`src/rtl/pfw_pkg.sv`:
```
package pfw_pkg;
    localparam int REG_W = 5;
    localparam int NSRC  = 2;

    typedef enum logic [1:0] {
        SEL_RF    = 2'b00,
        SEL_MEMWB = 2'b01,
        SEL_EXMEM = 2'b10
    } fwd_sel_e;

    typedef struct packed {
        fwd_sel_e [NSRC-1:0] sel_d;
        logic                stall_d;
        logic                rf_we_d;
        logic                idex_pred_d;
        logic                idex_wen_d;
    } hz_t;
endpackage

```
`src/rtl/pfw_operand.sv`:
```
module pfw_operand
    import pfw_pkg::*;
#(
    parameter int W = REG_W
) (
    input  logic [W-1:0] src,
    input  logic [W-1:0] mem_rd,
    input  logic         mem_live,
    input  logic [W-1:0] wb_rd,
    input  logic         wb_live,
    output fwd_sel_e     sel
);
    logic hit_mem_d, hit_wb_d;

    always_comb begin
        hit_mem_d = mem_live && (mem_rd == src) && (src != '0);
        hit_wb_d  = wb_live  && (wb_rd  == src) && (src != '0);
        if (hit_mem_d)     sel = SEL_EXMEM;
        else if (hit_wb_d) sel = SEL_MEMWB;
        else               sel = SEL_RF;
    end

    always_comb begin
        p_zero_src_rf_r6: assert (src != '0 || sel == SEL_RF)
            else $error("register 0 forwarded");
        p_wb_only_when_live_r4: assert (sel != SEL_MEMWB || (wb_live && wb_rd == src))
            else $error("memwb select without live producer");
    end
endmodule

```
`src/rtl/pfw_stall.sv`:
```
module pfw_stall
    import pfw_pkg::*;
#(
    parameter int W = REG_W
) (
    input  logic [W-1:0] id_rs1,
    input  logic [W-1:0] id_rs2,
    input  logic [W-1:0] ex_rd,
    input  logic         ex_load_live,
    output logic         stall
);
    logic rd_nz_d;

    always_comb begin
        rd_nz_d = (ex_rd != '0);
        stall   = ex_load_live && rd_nz_d && ((ex_rd == id_rs1) || (ex_rd == id_rs2));
    end

    always_comb begin
        p_stall_reads_dest_r7: assert (!stall || id_rs1 == ex_rd || id_rs2 == ex_rd)
            else $error("stall without matching reader");
        p_stall_nonzero_r6: assert (!stall || ex_rd != '0)
            else $error("stall on register 0");
    end
endmodule

```
`src/rtl/pfw_hazard_unit.sv`:
```
module pfw_hazard_unit
    import pfw_pkg::*;
(
    input  logic [4:0] id_rs1,
    input  logic [4:0] id_rs2,
    input  logic       id_pred,
    input  logic       id_wen,
    input  logic [4:0] ex_rs1,
    input  logic [4:0] ex_rs2,
    input  logic [4:0] ex_rd,
    input  logic       ex_wen,
    input  logic       ex_pred,
    input  logic       ex_is_load,
    input  logic [4:0] mem_rd,
    input  logic       mem_wen,
    input  logic       mem_pred,
    input  logic [4:0] wb_rd,
    input  logic       wb_wen,
    input  logic       wb_pred,
    output logic [1:0] fwd_sel_a,
    output logic [1:0] fwd_sel_b,
    output logic       stall,
    output logic       idex_pred_d,
    output logic       idex_wen_d,
    output logic       rf_we
);
    logic [REG_W-1:0] ex_src [NSRC];
    fwd_sel_e         sel_w  [NSRC];
    logic             mem_live, wb_live, ex_load_live, stall_w;
    hz_t              hz_d;

    assign ex_src[0] = ex_rs1;
    assign ex_src[1] = ex_rs2;

    assign mem_live     = mem_wen && mem_pred;
    assign wb_live      = wb_wen && wb_pred;
    assign ex_load_live = ex_is_load && ex_wen && ex_pred;

    for (genvar g = 0; g < NSRC; g++) begin : g_opnd
        pfw_operand #(.W(REG_W)) i_opnd (
            .src      (ex_src[g]),
            .mem_rd   (mem_rd),
            .mem_live (mem_live),
            .wb_rd    (wb_rd),
            .wb_live  (wb_live),
            .sel      (sel_w[g])
        );
    end

    pfw_stall #(.W(REG_W)) i_stall (
        .id_rs1       (id_rs1),
        .id_rs2       (id_rs2),
        .ex_rd        (ex_rd),
        .ex_load_live (ex_load_live),
        .stall        (stall_w)
    );

    always_comb begin
        hz_d = '0;
        for (int i = 0; i < NSRC; i++) hz_d.sel_d[i] = sel_w[i];
        hz_d.stall_d     = stall_w;
        hz_d.rf_we_d     = wb_live && (wb_rd != '0);
        hz_d.idex_pred_d = id_pred && !stall_w;
        hz_d.idex_wen_d  = id_wen && !stall_w;
    end

    assign fwd_sel_a   = hz_d.sel_d[0];
    assign fwd_sel_b   = hz_d.sel_d[1];
    assign stall       = hz_d.stall_d;
    assign rf_we       = hz_d.rf_we_d;
    assign idex_pred_d = hz_d.idex_pred_d;
    assign idex_wen_d  = hz_d.idex_wen_d;

    always_comb begin
        p_rf_we_guarded_r1: assert (!rf_we || (wb_pred && wb_wen))
            else $error("write by guarded-off instruction");
        p_no_ghost_fwd_a_r3: assert (fwd_sel_a != 2'b10 || (mem_pred && mem_wen))
            else $error("ghost forwarded to A");
        p_no_ghost_fwd_b_r3: assert (fwd_sel_b != 2'b10 || (mem_pred && mem_wen))
            else $error("ghost forwarded to B");
        p_no_ghost_stall_r8: assert (!stall || (ex_pred && ex_is_load))
            else $error("stall by guarded-off load");
        p_bubble_r9: assert (!stall || (!idex_pred_d && !idex_wen_d))
            else $error("bubble not inserted");
    end
endmodule

```
`config.mk`:
```
export PLATFORM = sky130hd
export DESIGN_NAME = pfw_hazard_unit
export DESIGN_NICKNAME = d
export VERILOG_FILES = /design/src/rtl/pfw_pkg.sv /design/src/rtl/pfw_operand.sv /design/src/rtl/pfw_stall.sv /design/src/rtl/pfw_hazard_unit.sv
export SDC_FILE = /design/constraint.sdc
export NUM_CORES = 1
export LEC_CHECK = 0
export ABC_AREA = 1
export BUFFER_PORTS_ARGS = -buffer_cell sky130_fd_sc_hd__buf_2
export CAP_MARGIN = 20
export CELL_PAD_IN_SITES_DETAIL_PLACEMENT = 1
export CELL_PAD_IN_SITES_GLOBAL_PLACEMENT = 1
export CORE_ASPECT_RATIO = 1.75
export CORE_MARGIN = 10
export CORE_UTILIZATION = 28
export DETAILED_ROUTE_END_ITERATION = 8
export PLACE_DENSITY_LB_ADDON = 0.1
export SLEW_MARGIN = 20
export SYNTH_ARGS = -nofsm -noshare
export SYNTH_HDL_FRONTEND = slang
export SYNTH_HIERARCHICAL = 1
export SYNTH_SLANG_ARGS = --single-unit
export TNS_END_PERCENT = 100
```
`constraint.sdc`:
```
create_clock -name vclk -period 1.4
set_input_delay 0.21 -clock vclk [all_inputs]
set_output_delay 0.21 -clock vclk [all_outputs]
set_load 0.05 [all_outputs]
```
# Word level (Yosys, flattened, before mapping)
# Cells that the tools add are included.
# totals
ff_bits	0
output_inout_bits	8
word_cells	33
inputBits	44
# op_classes
eq_ne	6
mux	4
reduce_logical	23
# ops
op	n
== test 5 bit	6
nonzero test 5 bit	4
logical AND 1 bit	17
two-way mux 2 bit	2
two-way mux 1 bit	2
zero test 1 bit	1
logical OR 1 bit	1

# Logic depth before layout (Yosys ltp)
# logic_depth
depth_word	6
mapped_depth	8
mapped_depth_nobuf	8

# Cells and area by module
# The synthesis kept the hierarchy.
# by_module_without_submodules
module	instances	cells_each	seq_area_each_um2	area_each_um2
pfw_operand	2	63	0.0	270.3
pfw_stall	1	45	0.0	195.2
pfw_hazard_unit	1	15	0.0	62.6

# Worst setup path before layout
# OpenSTA, ideal clock, no wires.
# synth_path
path_type	input to output
start	input ex_rd[0]
end	output idex_pred_d
path_buffers	0
arrival_time_ns	1.449
slack_ns	-0.259
path_stages	5
required_time_ns	1.190
cell_sequence	xor2_1 > nor2_1 > nand3_1 > a21oi_2 > nor2_1
# synth_via
elab_chain_len	5
word_cells_on_any_way	8
cone_classes	eq/ne: 2; reduce/logical: 6
# synth_rtl
item	line_no	source
start, declared	pfw_hazard_unit.sv:10	input logic [4:0] ex_rd,
== test 5 bit or nonzero test 5 bit (tied branches)	pfw_stall.sv:16, pfw_stall.sv:15	
logical OR 1 bit or logical AND 1 bit (tied branches)	pfw_stall.sv:16	stall = ex_load_live && rd_nz_d && ((ex_rd == id_rs1) || (ex_rd == id_rs2));
logical AND 1 bit *	pfw_stall.sv:16	
via stall	pfw_hazard_unit.sv:22	output logic stall,
zero test 1 bit *	pfw_hazard_unit.sv:63	hz_d.idex_pred_d = id_pred && !stall_w;
logical AND 1 bit *	pfw_hazard_unit.sv:63	
end, declared	pfw_hazard_unit.sv:23	output logic idex_pred_d,
# Mark *: on every way through the listed nets, which the timed path passes. The rest lies on a longest branch.

# Worst setup path after layout
# layout_path
start	input id_rs2[0]
end	output idex_pred_d
# layout_via
elab_chain_len	5
# layout_rtl
item	line_no	source
start, declared	pfw_hazard_unit.sv:5	input logic [4:0] id_rs2,
== test 5 bit	pfw_stall.sv:16	
logical OR 1 bit	pfw_stall.sv:16	
logical AND 1 bit	pfw_stall.sv:16	
zero test 1 bit	pfw_hazard_unit.sv:63	
logical AND 1 bit	pfw_hazard_unit.sv:63	
# No other way between the ends.

==> metrics.txt <==
initial antenna violation count 0; Syn Inst Count ~190; DRC 0; crit-path max FO 3; Post-Synth XOR/XNOR Area 3.29%; Horiz. Die Dim between 60 and 70 µm; CP dominant cell by count nor2_2; Leak 0.833 nW; Finished Core Util approximately 45%; post-synthesis mux area share 0%; GRT Total Usage 11.2%; post-route setup TNS 0 ns; main combinational cell family by area after synthesis simple AND/OR/NAND/NOR gates; HP Class in2out; top area cells in the synthesized netlist nand2_1, inv_1, nor2_1; CP endpoint kind primary output; DP Cell Count about 260; critical path type in2out; worst-path cell chain buf_2 > xor2_1 > nor2_2 > nand3_1 > a21oi_4 > nor2_2 > buf_6; startpoint types primary input; first-pass GRT wire length 5190 µm; Fin Hold WS 0.750 ns; top post-synthesis cells by count nand2_1, inv_1, nor2_1, inv_2, nand2_2; Hold Startpoint id_pred; largest net degree at the start of global routing 6; number of global-route vias before repair 1277; most frequent cell after synthesis nand2_1; Peak VDD IR 0.121 mV; min Tclk post-route about 1.4 ns; dpl cell area approximately 0.0011 mm²; fin. max-slew vios 0; Routed WL 3200 µm; post-synthesis compound-gate area fraction about 1.7%; Min-Delay Endpoint idex_pred_d; fmax 732 MHz; Vias between 1000 and 1500; max cap viols 0; share of cells above drive strength 1 between 40% and 50%; Setup Buffers After CTS 0; Die ar. around 0.0055 mm²; final cell count without fillers 264; Final Hold Vio Count 0; register area share after synthesis 0%; design area between 0.001 and 0.0015 mm²; Worst Tran Pin Value 0.258 ns; height of the die slightly above 90 µm; fill count 425; Slew HR 82.9%; crit path DAT 1.16 ns; PortBufs 52; Post-Synth Adder-Cell Area 0%; final period utilization 97.5%; GRT Residual Overflow 0; Initial Util 29.3%; Critical Path RT 1.19 ns; Post-Syn Area 798 µm²; DP Wirelength 2950 µm; Hold Path Stages 4; clock buffers 0; final antenna-violating net count 0; Unique masters post-synth 15; simple-gate share of the synthesized area 68.7%; Register Area 0 µm²; Syn-to-layout area delta 54.7%; Worst path slowest cell a21oi_4; P per Cell Area around 280 mW/mm²; Ant. Diodes 0; nets 283; # rows 25; wire per inst 12.1 µm; Net Count, Synth 230; Syn Area/Cell about 4.3 µm²; endpoints failing setup 0; drt initial violations 11; first drt pass iteration count 2; yosys warns 6; gpl congestion 0.749; Yosys top cell area share 34.8%; cell taking the most area after synthesis nand2_1; # IOs 52; via density per instance 4.43; sequential cells 0; Crit path largest cell delay 0.23 ns; Core Area roughly 0.0027 mm²; status finished clean
how the worst max path moves through the flow:
stage,from,end,depth (start not counted)
final,id_rs2[0],idex_pred_d,7
after global routing,id_rs2[0],idex_pred_d,7
after floorplan,ex_rd[1],idex_pred_d,5
after CTS,id_rs2[0],idex_pred_d,7
after detailed placement,ex_rd[1],stall,8
after global placement,ex_rd[1],stall,8
cell usage in the layout, fill, tap and decap left out:
cell / synthesis / final
a21oi_4: 0 / 1
nor2_1: 25 / 18
buf_2: 0 / 38
and3_1: 1 / 1
inv_2: 16 / 16
xnor2_1: 2 / 2
nor2_2: 5 / 11
nand3_2: 0 / 1
clkbuf_4: 0 / 1
inv_4: 0 / 2
buf_6: 0 / 10
nand2_2: 12 / 21
buf_4: 2 / 2
o21ai_1: 0 / 1
nand3_1: 7 / 6
xor2_1: 1 / 1
nand2_1: 74 / 65
nand4_1: 1 / 1
buf_8: 0 / 2
inv_1: 36 / 34
nor2_4: 2 / 3
report_power, final:
part	switching [W]	internal, W	leakage, nW	total, W
clock network	0	0	0	0
registers	0	0	0	0
logic	0.000196	0.000146	0.833	0.000342
total	0.000196	0.000146	0.833	0.000342
area by class of cell:
cell class,instances,area (µm²),share of cell area [%]
inverters,52,200,16.2
repair buffers,53,355,28.8
multi-input cells,132,646,52.3
well taps,27,33.8,2.74
per-stage QoR:
| stage | total power (W) | setup slack (ns) |
|---|---|---|
| 6_report | 0.000342 | 0.0344 |
| 5_1_grt | 0.000383 | -0.0182 |
| 4_1_cts | 0.000319 | 0.00379 |
| 3_5_place_dp | 0.000306 | -0.0916 |
| 3_3_place_gp | 0.000293 | -0.0539 |
| 2_1_floorplan | 0.000174 | -0.0591 |
routing by layer:
| metal | wire length [µm] | up-vias | track usage [%] |
|---|---|---|---|
| li1 | - | 619 | - |
| met1 | 938 | 518 | 9.21 |
| met2 | 1970 | 31 | 23.9 |
| met3 | 262 | 2 | 3.24 |
| met4 | 28 | 0 | 0.940 |
| met5 | 0 | - | 0 |
worst max-delay path: cells and delay by family:
family,cells,cell delay [ns]
AOI/OAI and AO/OA,1,0.23
xor gates and xnor gates,1,0.16
buffers and inverters,2,0.25
and+or+nand+nor,3,0.29
cell families (layout without fill, tap and decap cells):
kind of cell / count (synthesis) / after routing
AND/OR/NAND/NOR: 127 / 127
AO/OA/AOI/OAI: 2 / 2
XOR/XNOR: 3 / 3
buffers and inverters: 54 / 105
timing repair:
action	4_1_cts	5_1_grt
cloned	0	0
hold buffers	0	0
setup endpoints to repair	3	5
resized for setup	11	31
pin swaps	5	16
Note: power is estimated with default switching activity, not from simulation.
